--- config.mk ---
export PLATFORM = sky130hd
export DESIGN_NAME = strobe_frame_rx
export DESIGN_NICKNAME = d
export VERILOG_FILES = /design/src/rtl/sfr_pkg.sv /design/src/rtl/sfr_sync.sv /design/src/rtl/sfr_matcher.sv /design/src/rtl/sfr_eom_window.sv /design/src/rtl/sfr_spi_out.sv /design/src/rtl/strobe_frame_rx.sv
export SDC_FILE = /design/constraint.sdc
export NUM_CORES = 1
export LEC_CHECK = 0
export BUFFER_PORTS_ARGS = -buffer_cell sky130_fd_sc_hd__buf_2
export CORE_ASPECT_RATIO = 0.6
export CORE_MARGIN = 3
export CORE_UTILIZATION = 40
export CTS_CLUSTER_DIAMETER = 80
export CTS_CLUSTER_SIZE = 40
export DETAILED_ROUTE_END_ITERATION = 8
export GPL_ROUTABILITY_DRIVEN = 0
export GPL_TIMING_DRIVEN = 1
export PLACE_DENSITY = 0.62
export SYNTH_ARGS = -nofsm -noshare
export SYNTH_HDL_FRONTEND = slang
export SYNTH_SLANG_ARGS = --single-unit
--- constraint.sdc ---
create_clock -name clk_i -period 4 [get_ports clk_i]
set_input_delay 0.2 -clock clk_i [delete_from_list [all_inputs] [get_ports clk_i]]
set_output_delay 0.2 -clock clk_i [all_outputs]
set_load 0.02 [all_outputs]
--- src/rtl/sfr_pkg.sv ---
package sfr_pkg;
  typedef enum logic [1:0] {
    ST_IDLE = 2'd0,
    ST_ID   = 2'd1,
    ST_HDR  = 2'd2,
    ST_DATA = 2'd3
  } sfr_state_e;
endpackage

--- src/rtl/sfr_sync.sv ---
module sfr_sync #(
  parameter int STAGES = 2
) (
  input  logic clk_i,
  input  logic rst_ni,
  input  logic d_i,
  output logic q_o
);
  logic [STAGES-1:0] chain_q;

  always_ff @(posedge clk_i or negedge rst_ni) begin
    if (!rst_ni) chain_q <= '0;
    else         chain_q <= {chain_q[STAGES-2:0], d_i};
  end

  assign q_o = chain_q[STAGES-1];
endmodule

--- src/rtl/sfr_matcher.sv ---
// Shift-register pattern hunt; hit flags refer to the post-shift contents.
module sfr_matcher #(
  parameter int W = 16
) (
  input  logic         clk_i,
  input  logic         rst_ni,
  input  logic         clr_i,
  input  logic         shift_i,
  input  logic         bit_i,
  input  logic [W-1:0] pat_i,
  output logic         hit_true_o,
  output logic         hit_comp_o
);
  localparam int CW = $clog2(W + 1);

  logic [W-1:0]  sr_q;
  logic [CW-1:0] cnt_q;
  logic [W-1:0]  sr_nxt;
  logic          full_nxt;

  assign sr_nxt   = {sr_q[W-2:0], bit_i};
  assign full_nxt = (cnt_q >= CW'(W - 1));

  always_ff @(posedge clk_i or negedge rst_ni) begin
    if (!rst_ni) begin
      sr_q  <= '0;
      cnt_q <= '0;
    end else if (clr_i) begin
      sr_q  <= '0;
      cnt_q <= '0;
    end else if (shift_i) begin
      sr_q <= sr_nxt;
      if (cnt_q != CW'(W)) cnt_q <= cnt_q + 1'b1;
    end
  end

  assign hit_true_o = shift_i && full_nxt && (sr_nxt == pat_i);
  assign hit_comp_o = shift_i && full_nxt && (sr_nxt == ~pat_i);
endmodule

--- src/rtl/sfr_eom_window.sv ---
// Delay window: a bit leaves toward the host only after EOM_W newer bits
// have shown it cannot belong to the terminating pattern.
module sfr_eom_window #(
  parameter int W = 8
) (
  input  logic         clk_i,
  input  logic         rst_ni,
  input  logic         clr_i,
  input  logic         shift_i,
  input  logic         bit_i,
  input  logic [W-1:0] pat_i,
  output logic         hit_o,
  output logic         lead_vld_o,
  output logic         lead_bit_o
);
  localparam int CW = $clog2(W + 1);

  logic [W-1:0]  win_q;
  logic [CW-1:0] cnt_q;
  logic [W-1:0]  win_nxt;

  assign win_nxt = {win_q[W-2:0], bit_i};

  always_ff @(posedge clk_i or negedge rst_ni) begin
    if (!rst_ni) begin
      win_q <= '0;
      cnt_q <= '0;
    end else if (clr_i) begin
      win_q <= '0;
      cnt_q <= '0;
    end else if (shift_i) begin
      win_q <= win_nxt;
      if (cnt_q != CW'(W)) cnt_q <= cnt_q + 1'b1;
    end
  end

  assign hit_o      = shift_i && (cnt_q >= CW'(W - 1)) && (win_nxt == pat_i);
  assign lead_vld_o = shift_i && (cnt_q == CW'(W));
  assign lead_bit_o = win_q[W-1];
endmodule

--- src/rtl/sfr_spi_out.sv ---
module sfr_spi_out (
  input  logic clk_i,
  input  logic rst_ni,
  input  logic abort_i,
  input  logic load_i,
  input  logic bit_i,
  output logic sdo_o,
  output logic sck_o,
  output logic busy_o
);
  logic sdo_q, sck_q, pend_q;

  always_ff @(posedge clk_i or negedge rst_ni) begin
    if (!rst_ni) begin
      sdo_q  <= 1'b0;
      sck_q  <= 1'b0;
      pend_q <= 1'b0;
    end else if (abort_i) begin
      sdo_q  <= 1'b0;
      sck_q  <= 1'b0;
      pend_q <= 1'b0;
    end else if (load_i) begin
      sdo_q  <= bit_i;
      sck_q  <= 1'b0;
      pend_q <= 1'b1;
    end else if (pend_q) begin
      sck_q  <= 1'b1;
      pend_q <= 1'b0;
    end else begin
      sck_q  <= 1'b0;
    end
  end

  assign sdo_o  = sdo_q;
  assign sck_o  = sck_q;
  assign busy_o = pend_q | sck_q;
endmodule

--- src/rtl/strobe_frame_rx.sv ---
module strobe_frame_rx
  import sfr_pkg::*;
#(
  parameter int ID_W    = 16,
  parameter int HDR_W   = 8,
  parameter int EOM_W   = 8,
  parameter int SYNC_ST = 2
) (
  input  logic             clk_i,
  input  logic             rst_ni,
  input  logic             strobe_i,
  input  logic             rx_bit_i,
  input  logic             rx_valid_i,
  input  logic [ID_W-1:0]  id_pat_i,
  input  logic [HDR_W-1:0] hdr_pat_i,
  input  logic [EOM_W-1:0] eom_pat_i,
  output logic             spi_sdo_o,
  output logic             spi_sck_o,
  output logic             spi_cs_no,
  output logic [1:0]       state_o,
  output logic             inv_o
);
  sfr_state_e state_q, state_d;
  logic inv_q, inv_d;
  logic strobe_s;
  logic id_hit_t, id_hit_c, hdr_hit_t, hdr_hit_c, eom_hit;
  logic lead_vld, lead_bit, fwd_load, spi_busy;
  logic in_id, in_hdr, in_data;

  sfr_sync #(.STAGES(SYNC_ST)) u_sync (
    .clk_i (clk_i), .rst_ni(rst_ni), .d_i(strobe_i), .q_o(strobe_s)
  );

  assign in_id   = (state_q == ST_ID);
  assign in_hdr  = (state_q == ST_HDR);
  assign in_data = (state_q == ST_DATA);

  sfr_matcher #(.W(ID_W)) u_id (
    .clk_i     (clk_i),
    .rst_ni    (rst_ni),
    .clr_i     (!in_id),
    .shift_i   (in_id && strobe_s && rx_valid_i),
    .bit_i     (rx_bit_i),
    .pat_i     (id_pat_i),
    .hit_true_o(id_hit_t),
    .hit_comp_o(id_hit_c)
  );

  sfr_matcher #(.W(HDR_W)) u_hdr (
    .clk_i     (clk_i),
    .rst_ni    (rst_ni),
    .clr_i     (!in_hdr),
    .shift_i   (in_hdr && strobe_s && rx_valid_i),
    .bit_i     (rx_bit_i),
    .pat_i     (hdr_pat_i),
    .hit_true_o(hdr_hit_t),
    .hit_comp_o(hdr_hit_c)
  );

  // window stores polarity-corrected bits
  sfr_eom_window #(.W(EOM_W)) u_eom (
    .clk_i     (clk_i),
    .rst_ni    (rst_ni),
    .clr_i     (!in_data),
    .shift_i   (in_data && strobe_s && rx_valid_i),
    .bit_i     (rx_bit_i ^ inv_q),
    .pat_i     (eom_pat_i),
    .hit_o     (eom_hit),
    .lead_vld_o(lead_vld),
    .lead_bit_o(lead_bit)
  );

  // the leaving bit is payload even on the cycle the pattern completes
  assign fwd_load = lead_vld;

  sfr_spi_out u_spi (
    .clk_i  (clk_i),
    .rst_ni (rst_ni),
    .abort_i(!strobe_s),
    .load_i (fwd_load),
    .bit_i  (lead_bit),
    .sdo_o  (spi_sdo_o),
    .sck_o  (spi_sck_o),
    .busy_o (spi_busy)
  );

  always_comb begin
    state_d = state_q;
    inv_d   = inv_q;
    unique case (state_q)
      ST_IDLE: if (strobe_s) state_d = ST_ID;
      ST_ID: begin
        if (!strobe_s)                 state_d = ST_IDLE;
        else if (id_hit_t || id_hit_c) state_d = ST_HDR;
      end
      ST_HDR: begin
        if (!strobe_s) state_d = ST_IDLE;
        else if (hdr_hit_t || hdr_hit_c) begin
          state_d = ST_DATA;
          inv_d   = hdr_hit_c;
        end
      end
      ST_DATA: begin
        if (!strobe_s)    state_d = ST_IDLE;
        else if (eom_hit) state_d = ST_ID;
      end
      default: state_d = ST_IDLE;
    endcase
  end

  always_ff @(posedge clk_i or negedge rst_ni) begin
    if (!rst_ni) begin
      state_q <= ST_IDLE;
      inv_q   <= 1'b0;
    end else begin
      state_q <= state_d;
      inv_q   <= inv_d;
    end
  end

  assign spi_cs_no = !(in_data || spi_busy);
  assign state_o   = state_q;
  assign inv_o     = inv_q;
endmodule

# Word-level counts from Yosys, hierarchy flattened

Cells that the tools add are included.

Flip-flop bits (word level): 51
Bits of input ports: 37

$add $sub $neg: 3
Order comparisons: 3
Equal/unequal tests: 23
Mux-type cells: 30
Bitwise logic cells: 4
Reduce and logical (&&, ||, !) cells: 25

Operators with widths:

| operator                                                           | number |
|---|---|
| equality test 16 bit                                               | 2 |
| two-way mux 15 bit                                                 | 2 |
| equality test 8 bit                                                | 3 |
| two-way mux 4 bit                                                  | 6 |
| two-way mux 8 bit                                                  | 2 |
| NOT 16 bit                                                         | 1 |
| logical AND 1 bit                                                  | 15 |
| two-way mux 5 bit                                                  | 3 |
| two-way mux 2 bit                                                  | 7 |
| two-way mux 7 bit                                                  | 2 |
| inequality test 2 x 1 -> 1 bit (second input constant)             | 7 |
| inequality test 3 bit (second input constant)                      | 3 |
| adder 4 x 1 -> 4 bit (second input constant)                       | 2 |
| greater-or-equal comparator 4 x 3 -> 1 bit (second input constant) | 2 |
| inequality test 4 bit (second input constant)                      | 2 |
| NOT 8 bit                                                          | 1 |
| case mux 2 bit (4 select lines)                                    | 1 |
| two-way mux 1 bit                                                  | 7 |
| AND reduction 2 bit                                                | 3 |
| adder 5 x 1 -> 5 bit (second input constant)                       | 1 |
| greater-or-equal comparator 5 x 4 -> 1 bit (second input constant) | 1 |
| inequality test 5 bit (second input constant)                      | 1 |
| equality test 2 bit (second input constant)                        | 2 |
| equality test 4 bit (second input constant)                        | 1 |
| other kinds (9)                                                    | 11 |

# Logic depth before layout (Yosys ltp)

Word-level depth: 9
Gate-level depth with buffers: 7
Gate-level depth less buffers: 7

# By module

A second synthesis with hierarchy kept.

Cell total of the unflattened synthesis: 267
Area total of the unflattened synthesis: 2742.6 um^2

By module, submodules not included:

| module              | instances | cells an instance | area each (um^2) | seq. area each (um^2) |
|---|---|---|---|---|
| sfr_matcher (u_id)  | 1         | 109               | 1129.8           | 500.5 |
| sfr_eom_window      | 1         | 63                | 639.4            | 300.3 |
| sfr_matcher (u_hdr) | 1         | 63                | 626.9            | 275.3 |
| strobe_frame_rx     | 1         | 22                | 187.7            | 75.1 |
| sfr_spi_out         | 1         | 8                 | 108.9            | 75.1 |
| sfr_sync            | 1         | 2                 | 50.0             | 50.0 |

# Worst setup path before layout

OpenSTA, ideal clock, no wires.

Path kind: register -> register
From: register u_eom.cnt_q[1]
To: register state_q[1] (netlist: state_o[1])
Library setup time: 0.120 ns
Arrival time: 1.443 ns
Required time: 3.880 ns
Slack: 2.437 ns
Stages on the path, launching flop included: 7
Buffers on the path: 0
Path through: dfrtp_1 > ha_1 > a21oi_1 > nor4_1 > nand4_1 > o311a_1 > a31o_1

Longest elaborated chain between the ends: 5

RTL lines:

| what                                       | line                   | source |
|---|---|---|
| from (decl)                                | sfr_eom_window.sv:19   | `logic [CW-1:0] cnt_q;` |
| from (signal assigned)                     | sfr_eom_window.sv:33   | `if (cnt_q != CW'(W)) cnt_q <= cnt_q + 1'b1;` |
| greater-or-equal comparator 4 x 3 -> 1 bit | sfr_eom_window.sv:37   | `assign hit_o = shift_i && (cnt_q >= CW'(W - 1)) && (win_nxt == pat_i);` |
| logical AND 1 bit (2 in a row)             | sfr_eom_window.sv:37   |  |
| inequality test 3 bit (no source line)     | --                     |  |
| AND reduction 4 bit (no source line)       | --                     |  |
| to (signal assigned)                       | strobe_frame_rx.sv:116 | `state_q <= state_d;` |
| to (decl)                                  | strobe_frame_rx.sv:23  | `sfr_state_e state_q, state_d;` |

No other way between the ends.
A chain may end at the register's enable or synchronous reset.

# Final worst setup path

From: register u_sync.chain_q[1]
To: register state_q[0] (netlist: state_o[0])

Longest elaborated chain between the ends: 7
Elaborated cells on any way between the ends: 25
Those cells by class: 4 x eq/ne; 4 x mux; 17 x reduce/logical

RTL lines:

| what                                                     | line                                         | source |
|---|---|---|
| from (decl)                                              | sfr_sync.sv:9                                | `logic [STAGES-1:0] chain_q;` |
| from (signal assigned)                                   | sfr_sync.sv:13                               | `else chain_q <= {chain_q[STAGES-2:0], d_i};` |
| logical AND 1 bit, on equally long branches (2 in a row) | strobe_frame_rx.sv:53, strobe_frame_rx.sv:42 |  |
| logical AND 1 bit                                        | sfr_matcher.sv:37, sfr_matcher.sv:38         |  |
| logical AND 1 bit, on equally long branches              | sfr_matcher.sv:37, sfr_matcher.sv:38         |  |
| logical OR 1 bit, on equally long branches               | strobe_frame_rx.sv:98, strobe_frame_rx.sv:94 |  |
| inequality test 3 bit (no source line)                   | --                                           |  |
| AND reduction 4 bit (no source line)                     | --                                           |  |

Parallel ways exist; a longest one is shown, timed or not.

==> results.py <==
metrics = {
    "critical_path": {
        "cp.arrival_ns": 2.22,
        "reg2reg_setup_slack_ns": 2.02,
        "crit_path_end_kind": "flop",
        "start_kind": "flop",
        "crit_fanout": 26,
        "worstSetupPathType": "reg -> reg",
        "critPathRequiredTime_ns": 4.24,
    },
    "floorplan": {
        "dieArea_sq_mm": 0.00759,
        "start_util_pct": 42.1,
        "design.core.area_sq_mm": 0.00622,
        "die_x_um": 110,
        "io_pins": 43,
        "die_y_um": 68.7,
        "fp-row-count": 22,
    },
    "placed_design": {
        "numPortBuffers": 42,
        "place_area_sq_mm": 0.00291,
        "dp_hpwl_um": 4290,
    },
    "synthesis": {
        "synth_warnings": 0,
        "syn_area_sq_mm": 0.00262,
        "seq_area_frac_synth_pct": 48.7,
        "syn_nets": 328,
        "synthDistinctLibCells": 34,
        "avgSynthCellArea_sq_um": 9.22,
        "synthCells": 284,
        "ys_ff_latch": 51,
    },
    "cells_and_area": {
        "layout-drive-gt1-share_pct": 16.8,
        "antenna_cells": 0,
        "multi_input_area_sq_mm": 0.00127,
        "final_common_cell": "nand2_1",
        "syn_to_final_growth_pct": 14.9,
        "fillers": 618,
        "finalNetCount": 370,
        "design_area_sq_mm": 0.00301,
        "regArea_sq_mm": 0.00128,
        "final_cell_mix": "nand2_1 (68), dfrtp_1 (51), buf_2 (42)",
    },
    "cts": {
        "clkSlewWorstSetupHoldPaths_ns": 0.10,
        "numCtsBuffers": 5,
        "clkLatencyLatePin_ns": 0.30,
        "clockBufferDepth": 2,
        "cts_root_buf": "clkbuf_8",
        "cts_num_sinks": 51,
        "cts_setup_buffers": 0,
        "cts_htree_levels": 2,
        "cts_tree": "done",
    },
    "status": {
        "status": "complete, but fails checks",
        "failed_checks": "negative hold slack",
    },
    "grt": {
        "antenna_found_initial": 0,
        "gr-max-usage-layer": "met1",
        "grt_util_all_layers_pct": 16.2,
        "grt_max_degree": 52,
        "grt_overflow_total": 0,
        "use_met3_pct": 4.62,
        "grtUsageMet2_pct": 23.6,
        "grt_use_met1_pct": 24.2,
        "grt_pass1_wl_um": 9790,
        "grt_pass1_vias": 1968,
    },
    "sta": {
        "maxSlewHeadroom_pct": 53.5,
        "setup_viol": 0,
        "post-route-min-period_ns": 1.98,
        "finalMaxSlewViolations": 0,
        "tns_ns": 0,
        "finalHoldViolCount": 8,
        "skew_ns": 0.00976,
        "hold_slack_ns": -0.00310,
        "max_freq_mhz": 506,
        "worst_pin_slew_ns": 0.698,
        "period_share_pct": 49.4,
        "rsz0062_at_grt": "no",
    },
    "routing": {
        "avgViaCountPerCell": 5.14,
        "wl_per_cell_um": 14.1,
        "vias": 2114,
        "drc_errors": 0,
        "firstDrtPassIters": 6,
        "ant_nets": 0,
        "wl_um": 5790,
        "drt_iter0_markers": 101,
    },
    "run": {
        "cap_viol_max_count": 0,
    },
    "power_and_ir_drop": {
        "p_per_area_mw_per_mm2": 304,
        "p_leak_nw": 1.33,
        "vdd_drop_max_uv": 156,
    },
    "hold_path": {
        "hold_path.class": "in -> async",
    },
}
worst max-delay path, cell delays in order, from the launching register on:
cell	delay, ns
dfrtp_1	0.46
nand2_1	0.22
buf_4	0.28
or3_1	0.44
nor3_1	0.26
o31ai_1	0.11
a21oi_2	0.12
synth_stat cells, drive strengths merged:
cell | count | area (sq um)
a211oi | 2 | 15.0
a21oi | 34 | 174
a31o | 1 | 8.76
and2 | 1 | 6.26
and3 | 1 | 6.26
buf | 2 | 8.75
clkbuf | 9 | 33.8
dfrtp | 51 | 1280
ha | 7 | 87.6
inv | 9 | 33.8
mux2i | 3 | 30.0
nand2 | 68 | 255
nand2b | 2 | 12.5
nand3 | 4 | 20.0
nand3b | 1 | 7.51
nand4 | 11 | 68.8
nor2 | 13 | 48.8
nor2b | 2 | 12.5
nor3 | 3 | 20.0
nor4 | 7 | 43.8
nor4bb | 1 | 10.0
o21ai | 3 | 15.0
o21bai | 3 | 22.5
o311a | 1 | 10.0
o31ai | 1 | 7.51
or3 | 1 | 6.26
or4 | 2 | 18.8
xnor2 | 9 | 78.8
xor2 | 32 | 280
cell families (layout without fill, tap and decap cells):
logic type,count (synthesis),after routing,synth area share (%)
and+or+nand+nor,117,117,20.5
DFF,51,51,48.7
AOI/OAI and AO/OA,45,45,9.65
xor gates and xnor gates,41,41,13.7
buffers and inverters,20,63,2.91
adders and majority gates,7,7,3.34
muxes,3,3,1.15
power breakdown:
part	internal (mW)	switching (mW)
sequential	0.521	0.00668
clock	0.123	0.174
combinational	0.0341	0.0559
registers in the layout, summed over array words and instances, names as in the netlist, 2 cells and up:
| register | cells |
|---|---|
| state_o | 2 |
| u_id.sr_q | 15 |
| u_hdr.cnt_q | 4 |
| u_eom.win_q | 8 |
| u_eom.cnt_q | 4 |
| u_id.cnt_q | 5 |
| u_sync.chain_q | 2 |
| u_hdr.sr_q | 7 |
final cells by class:
cell class,instances,area share (%)
sequential,51,42.4
clock inverter,2,0.416
timing repair buffer,46,8.07
inverter,9,1.12
tap,84,3.49
clock buffer,6,2.41
multi-input combinational,213,42.1
metal layers:
metal | part of all wire (%) | vias up
met5 | 0 | -
met4 | 0.59 | 0
met2 | 42 | 62
met1 | 50 | 1015
met3 | 6.8 | 5
li1 | - | 1032
stage by stage:
stage	total power, mW	worst slack, ns	std cells	utilization [%]
after floorplan	0.580	2.44	284	-
after global placement	0.626	2.15	402	46.8
after detailed placement	0.628	2.06	402	46.8
after CTS	0.921	2.03	411	48.4
after global routing	0.963	1.85	411	48.4
final	0.914	2.02	411	48.4
worst paths after layout:
kind,to,cells past startpoint,startpoint
max,state_o[0],6,u_sync.chain_q[1]
min,u_eom.cnt_q[0],2,rst_ni
max reg2reg,state_o[0],6,u_sync.chain_q[1]
min reg2reg,u_sync.chain_q[1],0,u_sync.chain_q[0]
max in group asynchronous,u_hdr.sr_q[6],2,rst_ni
min in group clk_i,u_id.sr_q[0],3,rx_bit_i
timing repair:
action                                  4_1_cts  5_1_grt
resized for setup                             0        0
endpoints found under the setup margin        0        0
endpoints found under the hold margin         1        0
hold buffers                                  1        0
No activity file was read; power rests on OpenSTA's default activity.
